$ cat config.mk
export PLATFORM = sky130hd
export DESIGN_NAME = spi_fifo_stat
export DESIGN_NICKNAME = d
export VERILOG_FILES = /design/src/rtl/spi_fifo_stat_pkg.sv /design/src/rtl/sfs_fifo.sv /design/src/rtl/sfs_flags.sv /design/src/rtl/spi_fifo_stat.sv
export SDC_FILE = /design/constraint.sdc
export NUM_CORES = 1
export LEC_CHECK = 0
export BUFFER_PORTS_ARGS = -buffer_cell sky130_fd_sc_hd__buf_4
export CORE_MARGIN = 5
export CORE_UTILIZATION = 30
export DETAILED_ROUTE_END_ITERATION = 16
export GPL_TIMING_DRIVEN = 0
export PLACE_DENSITY = 0.5
export SETUP_SLACK_MARGIN = 0.5
export SYNTH_ARGS = -nofsm -noshare
export SYNTH_HDL_FRONTEND = slang
export SYNTH_SLANG_ARGS = --single-unit
$ cat constraint.sdc
create_clock -name clk -period 5.3 [get_ports clk]
set_clock_uncertainty 0.15 [all_clocks]
set_input_delay 0.265 -clock clk [delete_from_list [all_inputs] [get_ports clk]]
set_output_delay 0.265 -clock clk [all_outputs]
set_load 0.05 [all_outputs]
$ cat src/rtl/spi_fifo_stat_pkg.sv
package spi_fifo_stat_pkg;

    localparam int STAT_W  = 16;
    localparam int FCNT_W  = 3;

    typedef struct packed {
        logic ovf;
        logic rxi;
        logic txi;
        logic udf;
    } sfs_evt_t;

    typedef struct packed {
        logic ovf;
        logic rxi;
        logic txi;
        logic udf;
        logic gis;
    } sfs_flags_t;

    function automatic logic [STAT_W-1:0] build_status(
        input sfs_flags_t        f,
        input logic              excess,
        input logic [FCNT_W-1:0] rxc,
        input logic [FCNT_W-1:0] txc
    );
        logic [STAT_W-1:0] w;
        w        = '0;
        w[11]    = excess;
        w[10:8]  = rxc;
        w[7]     = f.ovf;
        w[6]     = f.rxi;
        w[5]     = f.txi;
        w[4]     = f.udf;
        w[3:1]   = txc;
        w[0]     = f.gis;
        return w;
    endfunction

    function automatic logic any_event(input sfs_evt_t e);
        return e.ovf | e.rxi | e.txi | e.udf;
    endfunction

endpackage

$ cat src/rtl/sfs_fifo.sv
module sfs_fifo #(
    parameter int DEPTH = 4,
    parameter int DW    = 8,
    localparam int CW   = $clog2(DEPTH + 1),
    localparam int PW   = (DEPTH > 1) ? $clog2(DEPTH) : 1
) (
    input  logic          clk,
    input  logic          rst,
    input  logic          flush,
    input  logic          push,
    input  logic [DW-1:0] din,
    input  logic          pop,
    output logic [DW-1:0] dout,
    output logic [CW-1:0] cnt,
    output logic [CW-1:0] cnt_nxt,
    output logic          full,
    output logic          empty,
    output logic          push_ok,
    output logic          pop_ok
);

    localparam logic [PW-1:0] LAST = PW'(DEPTH - 1);

    logic [DW-1:0] slot [DEPTH];
    logic [PW-1:0] rd_ptr;
    logic [PW-1:0] wr_ptr;
    logic [CW-1:0] cnt_q;

    assign cnt     = flush ? '0 : cnt_q;
    assign full    = (cnt == CW'(DEPTH));
    assign empty   = (cnt == '0);
    assign push_ok = push & ~full & ~flush;
    assign pop_ok  = pop & ~empty;
    assign cnt_nxt = flush ? '0 : (cnt_q + CW'(push_ok) - CW'(pop_ok));
    assign dout    = empty ? '0 : slot[rd_ptr];

    for (genvar i = 0; i < DEPTH; i++) begin : g_slot
        always_ff @(posedge clk) begin
            if (rst) begin
                slot[i] <= '0;
            end else if (push_ok && wr_ptr == PW'(i)) begin
                slot[i] <= din;
            end
        end
    end

    always_ff @(posedge clk) begin
        if (rst || flush) begin
            rd_ptr <= '0;
            wr_ptr <= '0;
            cnt_q  <= '0;
        end else begin
            cnt_q <= cnt_nxt;
            if (push_ok) begin
                wr_ptr <= (wr_ptr == LAST) ? '0 : wr_ptr + 1'b1;
            end
            if (pop_ok) begin
                rd_ptr <= (rd_ptr == LAST) ? '0 : rd_ptr + 1'b1;
            end
        end
    end

endmodule

$ cat src/rtl/sfs_flags.sv
module sfs_flags
    import spi_fifo_stat_pkg::*;
(
    input  logic       clk,
    input  logic       rst,
    input  logic       stat_rd,
    input  sfs_evt_t   evt,
    input  logic       rx_mask,
    input  logic       tx_mask,
    output sfs_flags_t flags,
    output logic       irq
);

    sfs_flags_t q;

    always_ff @(posedge clk) begin
        if (rst) begin
            q <= '0;
        end else begin
            q.ovf <= evt.ovf | (q.ovf & ~stat_rd);
            q.rxi <= evt.rxi | (q.rxi & ~stat_rd);
            q.txi <= evt.txi | (q.txi & ~stat_rd);
            q.udf <= evt.udf | (q.udf & ~stat_rd);
            q.gis <= any_event(evt) | (q.gis & ~stat_rd);
        end
    end

    assign flags = q;
    assign irq   = (q.ovf & ~rx_mask) | q.rxi | q.txi | (q.udf & ~tx_mask);

endmodule

$ cat src/rtl/spi_fifo_stat.sv
module spi_fifo_stat
    import spi_fifo_stat_pkg::*;
#(
    parameter int DEPTH = 4,
    parameter int DW    = 8,
    localparam int CW   = $clog2(DEPTH + 1)
) (
    input  logic          clk,
    input  logic          rst,
    input  logic          tx_wr,
    input  logic [DW-1:0] tx_wdata,
    input  logic          rx_rd,
    output logic [DW-1:0] rx_rdata,
    input  logic          stat_rd,
    output logic [15:0]   stat_word,
    input  logic          mode_tx,
    input  logic [CW-1:0] thresh,
    input  logic          rx_flush,
    input  logic          tx_flush,
    input  logic          sh_rx_vld,
    input  logic [DW-1:0] sh_rx_byte,
    input  logic          sh_tx_req,
    output logic [DW-1:0] sh_tx_byte,
    output logic          irq
);

    logic [CW-1:0] rx_cnt, rx_cnt_nxt, tx_cnt, tx_cnt_nxt;
    logic          rx_full, rx_empty, rx_push_ok, rx_pop_ok;
    logic          tx_full, tx_empty, tx_push_ok, tx_pop_ok;
    sfs_evt_t      evt;
    sfs_flags_t    flags;
    logic          excess;

    sfs_fifo #(.DEPTH(DEPTH), .DW(DW)) u_rxq (
        .clk(clk), .rst(rst), .flush(rx_flush),
        .push(sh_rx_vld), .din(sh_rx_byte), .pop(rx_rd), .dout(rx_rdata),
        .cnt(rx_cnt), .cnt_nxt(rx_cnt_nxt), .full(rx_full), .empty(rx_empty),
        .push_ok(rx_push_ok), .pop_ok(rx_pop_ok)
    );

    sfs_fifo #(.DEPTH(DEPTH), .DW(DW)) u_txq (
        .clk(clk), .rst(rst), .flush(tx_flush),
        .push(tx_wr), .din(tx_wdata), .pop(sh_tx_req), .dout(sh_tx_byte),
        .cnt(tx_cnt), .cnt_nxt(tx_cnt_nxt), .full(tx_full), .empty(tx_empty),
        .push_ok(tx_push_ok), .pop_ok(tx_pop_ok)
    );

    always_comb begin
        evt.ovf = sh_rx_vld & rx_full;
        evt.rxi = ~mode_tx & rx_push_ok & (rx_cnt_nxt == thresh);
        evt.txi = mode_tx & tx_pop_ok & (tx_cnt_nxt == thresh);
        evt.udf = sh_tx_req & tx_empty;
    end

    sfs_flags u_flags (
        .clk(clk), .rst(rst), .stat_rd(stat_rd), .evt(evt),
        .rx_mask(rx_flush), .tx_mask(tx_flush), .flags(flags), .irq(irq)
    );

    assign excess    = (rx_cnt > thresh);
    assign stat_word = build_status(flags, excess, rx_cnt, tx_cnt);

endmodule

* Word level (Yosys, flattened, before mapping) *
Memories as Yosys holds them, arrays and structs flattened. A register that Yosys moved wholly into a read port is not among the register bits.
Index checks and enable logic that the tools add are counted.

word-level totals
  input port bits = 29
  logic and storage cells = 142
  bits in registers = 19
  latch bits = 0
  memories = 2
  memory bits (read-only) = 0
  output and inout bits = 33
  RAM bits = 64

cells by class
  $lt $le $gt $ge = 1
  div/mod/pow operators = 0
  eq/ne operators = 12
  add/subtract/negate cells = 8
  reductions and logical operators = 14
  mux-type cells = 48
  bitwise logic cells = 46
  multipliers = 0
  shift-type cells = 0

memories
  name        depth  width  read ports  clocked after memory_dff  write ports  RTL line        text
  u_rxq.slot  4      8      1           1                         4            sfs_fifo.sv:24  logic [DW-1:0] slot [DEPTH];
  u_txq.slot  4      8      1           1                         4            sfs_fifo.sv:24

operators with widths
  operator               count
  $mux W8                10
  $mux W1                26
  $and A1 B1 Y1          19
  $or A1 B1 Y1           19
  $mux W2                8
  $eq A2 B2 Y1 const B   6
  $mux W3                4
  $add A2 B1 Y2 const B  4
  $logic_and A1 B1 Y1    8
  $not A1 Y1             8
  $add A3 B1 Y3          2
  $eq A3 B3 Y1           2
  $eq A3 B3 Y1 const B   2
  $logic_not A3 Y1       2
  $sub A3 B1 Y3          2
  $eq A2 B1 Y1 const B   2
  $logic_not A2 Y1       2
  $gt A3 B3 Y1           1
  $logic_or A1 B1 Y1     2

* Depth between registers and ports, before layout *
Gate-level depths: netlist of the first run.

  depth in word-level cells = 14
  gate-level depth with buffers = 14
  gate-level depth less buffers = 14

* Cells and area by module *
A second synthesis of the first run with hierarchy kept.

second synthesis, totals
  cells, all modules = 374
  area total of the unflattened synthesis = 4398.0 µm²

modules (own cells, without submodules)
  module            cells an instance  seq. area each (µm²)  instances  area each (µm²)
  sfs_fifo (u_txq)  161                1141.1                1          1991.9
  sfs_fifo (u_rxq)  161                1141.1                1          1990.7
  spi_fifo_stat     28                 0.0                   1          211.5
  sfs_flags         24                 100.1                 1          203.9

* Worst setup path before layout of the first run *
Ideal clock, no wire load.

  kind = register to register
  from = register u_txq.cnt_q[2]
  to = register u_flags.q, in the netlist u_flags.flags[0]
  buffers on the path = 0
  path slack = 2.542 ns
  arrival time = 2.533 ns
  period minus slack after synthesis = 2.758 ns
  library setup time = 0.074 ns
  stages on the path, launching flop included = 15
  cells stage by stage = dfxtp_1 > inv_2 > or3_1 > and3b_4 > clkinv_4 > ha_1 > inv_1 > ha_1 > inv_1 > fa_1 > xnor3_1 > nor2_2 > xnor2_1 > o2111ai_1 > a31oi_1

on the way
  word-level cells in the longest chain between the ends = 13
  elaborated cells between the ends (all ways) = 18
  classes of those cells = 2 x add/sub; 2 x eq/ne; 2 x mux; 11 x bitwise; 1 x reduce/logical

ends and longest elaborated chain
  what                        RTL line                 text
  start, declared             sfs_fifo.sv:27           logic [CW-1:0] cnt_q;
  start signal, assigned      sfs_fifo.sv:53           cnt_q <= cnt_nxt;
  $mux W3                     sfs_fifo.sv:29           assign cnt = flush ? '0 : cnt_q;
  $eq A3 B3 Y1                sfs_fifo.sv:30           assign full = (cnt == CW'(DEPTH));
  $not A1 Y1                  sfs_fifo.sv:32           assign push_ok = push & ~full & ~flush;
  $and A1 B1 Y1 (2 in a row)  sfs_fifo.sv:32
  $add A3 B1 Y3               sfs_fifo.sv:34           assign cnt_nxt = flush ? '0 : (cnt_q + CW'(push_ok) - CW'(pop_ok));
  $sub A3 B1 Y3               sfs_fifo.sv:34
  $mux W3                     sfs_fifo.sv:34
  $eq A3 B3 Y1                spi_fifo_stat.sv:51      evt.txi = mode_tx & tx_pop_ok & (tx_cnt_nxt == thresh);
  $and A1 B1 Y1               spi_fifo_stat.sv:51
  $or A1 B1 Y1                spi_fifo_stat_pkg.sv:41  return e.ovf | e.rxi | e.txi | e.udf;
  $or A1 B1 Y1 *              spi_fifo_stat_pkg.sv:41
  $or A1 B1 Y1 *              sfs_flags.sv:24          q.gis <= any_event(evt) | (q.gis & ~stat_rd);
  end, declared               sfs_flags.sv:14          sfs_flags_t q;

Mark *: on every way between the ends. The rest lies on a longest branch, timed or not.
A chain may end at the register's enable or synchronous reset.

* Worst setup path after layout of the first run *
  from = register u_txq.cnt_q[1]
  to = register u_flags.q, in the netlist u_flags.flags[0]

Same word-level chain as after synthesis.

==> results.toml, run 1 <==
[die]
die_x_um = 131
fp.coreArea_um2 = 14500
start_util = 0.305
pin_count = 62
num_rows = 44
fp.dieH_um = 131
die-area_um2 = 17300

[global_routing]
grt_usage = 0.112
antenna_found_initial = 0
grt_max_degree = 15
grt_overflow = 0
grt_pass1_vias = 2916
grt_pass1_wl_um = 15500

[layout]
syn_to_final_growth_pct = 21.7
regArea_um2 = 2380
multiInputGateArea_um2 = 1880
fin_nets = 466
n_antenna_cell = 0
n_fill_cell = 1409
layout-drive-gt1-share = 0.280

[clock_tree]
cts-buffers-inserted = 9
cts_buffer_depth = 2
postCtsHoldBufs = 0
clk_pin_slew_worst_paths_ps = 60
clock-root-buffer = "clkbuf_16"
post_cts_buffers = 0
clk-insertion-delay-late_ps = 330
post_cts_resize_count = 0
h-tree-depth = 3
tritoncts = "yes"
clock_sinks = 87

[pwr]
power.internal_uw = 1180
peakVddDrop_mv = 0.159
p_per_area_nw_per_um2 = 286
switchingPower_uw = 359
combPwrFrac = 0.101
sequentialPowerShare = 0.497
p_sw_frac = 0.233
clock_power_share = 0.402
leakage_uw = 0.00219

[routing]
drc = 0
wl_per_cell_um = 15.4
first_iter_violations = 135
drt.antenna.violating_nets = 0
drt-pass1-iter-count = 4
route.vias.total = 2738
avgViaCountPerCell = 4.50
drt_wl_total_um = 9390

[timing]
drv_slew = 0
setup_viol = 0
worstMarginPinSlew_ps = 719
final.setup.tns_ps = 0
hold_violations = 0
max_freq_mhz = 322
period_needed_ps = 3100
rsz0062_at_grt = "no"
relSlewSlack = 0.515
min_period_over_period = 0.586
hold_ws_ps = 65.8

[worst_setup_path]
critPathKind = "flop to flop"
crit_arrival_ps = 3220
cp-end-kind = "flop"
cp.required_ps = 5410
worstPathMaxFanout = 9
critPathLaunchType = "flop"

[place]
numPortBuffers = 57
place_congestion = 0.759
dp_hpwl_um = 6580

[synthesis]
synth_area_leaders = "edfxtp_1, and2_1, dfxtp_1, mux4_2, ha_1"
synth-seq-cells = 87
ys.warnings.count = 0
synth_ff_type = "edfxtp_1"
yosysUniqueCellTypes = 43
async_reset_ff_frac = 0
synth_area_um2 = 4420
synth_edf_count = 64
synth.yosys.seq_area_share = 0.539
syn_area_per_cell_um2 = 12.7
yosysTopAreaCell = "edfxtp_1"
synthCells = 349
netlist.area_leader.share = 0.435

[hold_path]
hp-class = "input port to flop"

[status]
status = "complete, no violations"

[job]
max_cap_viol_count = 0
==> cell usage in the layout (no fill, tap or decap), drive strengths merged <==
| cell type | n |
|---|---|
| nor4 | 2 |
| ha | 15 |
| bufinv | 1 |
| xnor2 | 3 |
| inv | 20 |
| mux4 | 16 |
| clkbuf | 15 |
| a21oi | 16 |
| and2 | 80 |
| nor3 | 3 |
| o2111ai | 2 |
| a21o | 8 |
| dfxtp | 23 |
| nand2 | 12 |
| or2 | 3 |
| xor2 | 3 |
| a31oi | 1 |
| or3 | 5 |
| edfxtp | 64 |
| and3b | 3 |
| o21ai | 3 |
| a2bb2oi | 1 |
| clkinvlp | 1 |
| nor2 | 18 |
| nand2b | 6 |
| xnor3 | 1 |
| nor2b | 4 |
| clkinv | 5 |
| nor3b | 8 |
| maj3 | 1 |
| o221ai | 1 |
| nand3 | 2 |
| o41ai | 1 |
| buf | 68 |
| fa | 2 |
| nand3b | 1 |
| mux2i | 3 |
| conb | 4 |
==> power groups by stage <==
| stage | Sequential (uW) | Combinational, uW | Clock, uW |
|---|---|---|---|
| 5_1_grt | 768 | 171 | 665 |
| 3_3_place_gp | 780 | 157 | 0 |
| 3_5_place_dp | 781 | 158 | 0 |
| 4_1_cts | 766 | 159 | 641 |
| 6_report | 766 | 156 | 619 |
| 2_1_floorplan | 782 | 98.5 | 0 |
==> path summary, 6_finish.rpt <==
| check | from | end | slack [ps] | cells past startpoint |
|---|---|---|---|---|
| worst max register to register | u_txq.cnt_q[1] | u_flags.flags[0] | 2200 | 14 |
| worst min register to register | u_txq.rd_ptr[1] | flop | 350 | 2 |
| worst max-delay path | u_txq.cnt_q[1] | u_flags.flags[0] | 2200 | 14 |
| worst min-delay path | sh_tx_req | u_flags.flags[1] | 70 | 3 |
==> cell usage after synthesis (2+ instances only) <==
master / instances
buf_2: 6
a21oi_1: 16
dfxtp_1: 23
nor2_2: 3
edfxtp_1: 64
mux2i_1: 3
nand3_1: 2
nor3b_2: 4
or2_2: 3
xor2_1: 3
mux4_2: 16
nor4_1: 2
a21o_1: 8
nand2_1: 11
fa_1: 2
and3b_1: 2
and2_1: 80
ha_1: 15
buf_4: 5
clkbuf_1: 5
nor3_1: 3
nor2_1: 14
nor2b_1: 4
or3_1: 5
o2111ai_1: 2
nand2b_1: 6
nor3b_4: 4
o21ai_0: 3
xnor2_1: 3
inv_1: 19
==> metrics by stage <==
| stage | instance area (um2) | setup WS [ps] | utilization | instances | power, uW |
|---|---|---|---|---|---|
| 2_1_floorplan | 4430 | 2540 | - | 352 | 880 |
| 3_3_place_gp | 5090 | 2160 | 0.352 | 593 | 936 |
| 3_5_place_dp | 5090 | 2150 | 0.352 | 593 | 939 |
| 4_1_cts | 5380 | 2140 | 0.372 | 609 | 1570 |
| 5_1_grt | 5380 | 1880 | 0.372 | 609 | 1600 |
| 6_report | 5380 | 2200 | 0.372 | 609 | 1540 |
==> state kept, by name, indices dropped and copies added, names as in the netlist, named ones only <==
signal / flops
u_rxq.cnt_q: 3
u_rxq.slot: 32
u_txq.wr_ptr: 2
u_txq.cnt_q: 3
u_rxq.wr_ptr: 2
u_txq.rd_ptr: 2
u_txq.slot: 32
u_flags.flags: 5
u_rxq.rd_ptr: 2
==> worst max-delay path, cell delays in order, from the launching register on <==
cell       delay [ps]
dfxtp_1           440
nor3_1            100
nor2_2            340
nand2_1           170
inv_1             150
ha_1              240
inv_1              60
ha_1              120
inv_1              50
fa_1              360
xnor3_1           260
nor2_2             50
xnor2_1           190
o2111ai_1         170
a31oi_1           180
==> layer usage <==
metal  track usage  routed length [um]  up-vias
li1              -                   -     1357
met1         0.154                4490     1305
met2         0.177                4370       62
met3        0.0218                 350       14
met4        0.0434                 178        0
met5             0                   0        -
==> kinds of logic after synthesis <==
kind of cell | count (synthesis) | share of synthesized area
AO/OA/AOI/OAI | 33 | 0.0464
XOR/XNOR | 7 | 0.0170
adder cells (fa/ha/maj) | 18 | 0.0538
buffers and inverters | 37 | 0.0385
flip-flops | 87 | 0.539
multiplexers | 19 | 0.0883
other | 1 | 0.000848
AND/OR/NAND/NOR | 147 | 0.216
==> final cells by class <==
cell class                      count  area share
Buffer                             16      0.0160
Clock buffer                       10      0.0426
Clock inverter                      6      0.0114
Inverter                           21      0.0156
Multi-Input combinational cell    228       0.349
Sequential cell                    87       0.443
Tap cell                          184      0.0428
Timing Repair Buffer               57      0.0795
Note: power is estimated with default switching activity, not from simulation.
==> run 2, diff against run 1 <==
--- a/config.mk
+++ b/config.mk
@@ -5,12 +5,13 @@
 export SDC_FILE = /design/constraint.sdc
 export NUM_CORES = 1
 export LEC_CHECK = 0
+export ABC_AREA = 1
 export BUFFER_PORTS_ARGS = -buffer_cell sky130_fd_sc_hd__buf_4
 export CORE_MARGIN = 5
 export CORE_UTILIZATION = 30
 export DETAILED_ROUTE_END_ITERATION = 16
 export GPL_TIMING_DRIVEN = 0
-export PLACE_DENSITY = 0.5
+export PLACE_DENSITY = 0.52
 export SETUP_SLACK_MARGIN = 0.5
 export SYNTH_ARGS = -nofsm -noshare
 export SYNTH_HDL_FRONTEND = slang
==> constraint.sdc (replaced) <==
create_clock -name clk -period 2.6 [get_ports clk]
set_clock_uncertainty 0.15 [all_clocks]
set_input_delay 0.13 -clock clk [delete_from_list [all_inputs] [get_ports clk]]
set_output_delay 0.13 -clock clk [all_outputs]
set_load 0.05 [all_outputs]
==> results.toml, run 2 <==
[synthesis]
synth_area_um2 = 4310
synthTopCellsByCount = "nor2_1, edfxtp_1, inv_1, nand2_1, o21ai_0"
synth_area_leaders = "edfxtp_1, nor2_1, dfxtp_1, o21ai_0, ha_1"
yosysUniqueCellTypes = 35
synth_most_common_cell = "nor2_1"
syn_area_per_cell_um2 = 8.87
async_reset_ff_frac = 0
synth_edf_count = 64
ys.warnings.count = 0
synthCells = 486
synth.yosys.seq_area_share = 0.553
synth-seq-cells = 87
yosysTopAreaCell = "edfxtp_1"
netlist.area_leader.share = 0.446
synth_ff_type = "edfxtp_1"

[worst_setup_path]
path_cells = "o21ai_4 > o21ai_2 > nand2_2 > inv_2 > ha_4 > inv_2 > ha_4 > inv_2 > fa_1 > inv_1 > nand2_2 > nand2_1 > nand2_1 > nor2_1 > nand2_1 > nor2_1 > nand2_1 > nand2_1 > nor2_1 > nor2_1"
cp.required_ps = 2730
crit_arrival_ps = 2700
slowest_stage = "fa_1"
cpMostUsedCell = "nand2_1"
critPathKind = "flop to flop"
cp-end-kind = "flop"
worstPathMaxFanout = 3
r2r_slack_ps = 30
cpPeakStageDelay_ps = 390
critPathLaunchType = "flop"

[clock_tree]
clk-insertion-delay-late_ps = 340
h-tree-depth = 3
cts_buffer_depth = 2
clk_pin_slew_worst_paths_ps = 70
cts-buffers-inserted = 9
clock_sinks = 87
tritoncts = "yes"
clock-root-buffer = "clkbuf_16"

[routing]
wl_per_cell_um = 13.1
avgViaCountPerCell = 4.54
route.vias.total = 3457
drt.antenna.violating_nets = 0
first_iter_violations = 133
drc = 0
drt-pass1-iter-count = 4
drt_wl_total_um = 10000

[place]
numPortBuffers = 57
place_area_um2 = 5030
dp_hpwl_um = 7630
place_congestion = 0.789

[layout]
layout-drive-gt1-share = 0.253
n_antenna_cell = 0
n_fill_cell = 1397
fin_nets = 623
syn_to_final_growth_pct = 29.8
fin_area_um2 = 5600
final_common_cell = "nor2_1"
layout_common_cells = "nor2_1, buf_4, edfxtp_1"

[pwr]
leakage_uw = 0.00236
peakVddDrop_mv = 0.258
p_total_uw = 3150
p_per_area_nw_per_um2 = 563

[die]
num_rows = 43
die_x_um = 130
pin_count = 62
fp.coreArea_um2 = 14000
start_util = 0.308
fp.dieH_um = 130
die-area_um2 = 16900

[global_routing]
grt_pass1_wl_um = 16600
grt_overflow = 0
grt_usage = 0.124
antenna_found_initial = 0
grt_max_degree = 17
grt_pass1_vias = 3597

[timing]
rsz0062_at_grt = "yes"
max_freq_mhz = 389
worstMarginPinSlew_ps = 543
hold_violations = 0
min_period_over_period = 0.990
setup_viol = 0
drv_slew = 0
period_needed_ps = 2570
relSlewSlack = 0.638

[status]
status = "complete, no violations"

[job]
max_cap_viol_count = 0

[hold_path]
hp-class = "input port to flop"
## run 2: changes by cell type in the layout (fill, tap and decap cells not counted), moves of 8 or more
| cell | change |
|---|---|
| a21o_1 | -8 |
| a21oi_1 | +13 |
| and2_1 | -80 |
| dlygate4sd3_1 | +13 |
| inv_1 | +22 |
| inv_2 | +10 |
| mux4_2 | -16 |
| nand2_1 | +35 |
| nand3_2 | +9 |
| nor2_1 | +140 |
| o21ai_0 | +35 |
## run 2: cell type report
type	instances	area [um2]	share of cell area
inverters	58	235	0.0420
clock buffers	9	225	0.0402
clock inverters	7	56.3	0.0101
multi-input cells	329	1740	0.311
repair buffers	77	614	0.110
flip-flops and latches	87	2390	0.428
well taps	180	225	0.0402
plain buffers	15	106	0.0190
## run 2: cells by family (layout without fill, tap and decap cells)
family / after synthesis / count (layout) / synth area share
AO/OA/AOI/OAI: 79 / 79 / 0.0972
XOR/XNOR: 2 / 2 / 0.00406
adder cells (fa/ha/maj): 17 / 17 / 0.0528
buffers and inverters: 73 / 166 / 0.0711
flip-flops: 87 / 87 / 0.553
other: 1 / 4 / 0.000870
AND/OR/NAND/NOR: 227 / 227 / 0.221
## run 2: layer usage
layer | GRT usage | vias up | wire length [um]
li1 | - | 1757 | -
met5 | 0 | - | 0
met2 | 0.213 | 74 | 4890
met4 | 0.0385 | 0 | 111
met3 | 0.0282 | 8 | 525
met1 | 0.157 | 1618 | 4490
## run 2: worst max-delay path: cells and delay by family (launching register included)
kind,cells,cell delay [ps]
flip-flops,1,350
AND/OR/NAND/NOR,11,770
adder cells (fa/ha/maj),3,780
buffers and inverters,4,190
AO/OA/AOI/OAI,2,270
## run 2: power by group
part           total (uW)  internal (uW)  switching, uW
Sequential           1560           1540           19.8
Clock                1240            660            577
Combinational         351            123            228
Total                3150           2330            825
## run 2: what timing repair did
action | in CTS | in global routing
pin swaps | 6 | 1
endpoints found under the setup margin | 39 | 39
hold buffers | 13 | 0
cloned | 0 | 0
gates resized for setup | 21 | 24
setup buffers | 7 | 0
endpoints found under the hold margin | 25 | 0
## run 2: stage by stage
stage	TNS (ps)	hold WS, ps	util	instances	setup WS (ps)
floorplan	0	160	-	489	16.7
global placement	-479	305	0.360	726	-248
detailed placement	-525	302	0.360	726	-265
CTS	0	3.56	0.396	762	26.2
global route	-362	16.5	0.400	762	-199
finish	0	0.392	0.400	762	26.6
## run 2: path summary, 6_finish.rpt
| check | from | end | cells after the start |
|---|---|---|---|
| max | u_txq.cnt_q[1] | u_flags.flags[0] | 20 |
| min | tx_wdata[0] | u_txq.slot[2][0] | 3 |
| max reg2reg | u_txq.cnt_q[1] | u_flags.flags[0] | 20 |
| min reg2reg | u_flags.flags[4] | u_flags.flags[4] | 2 |
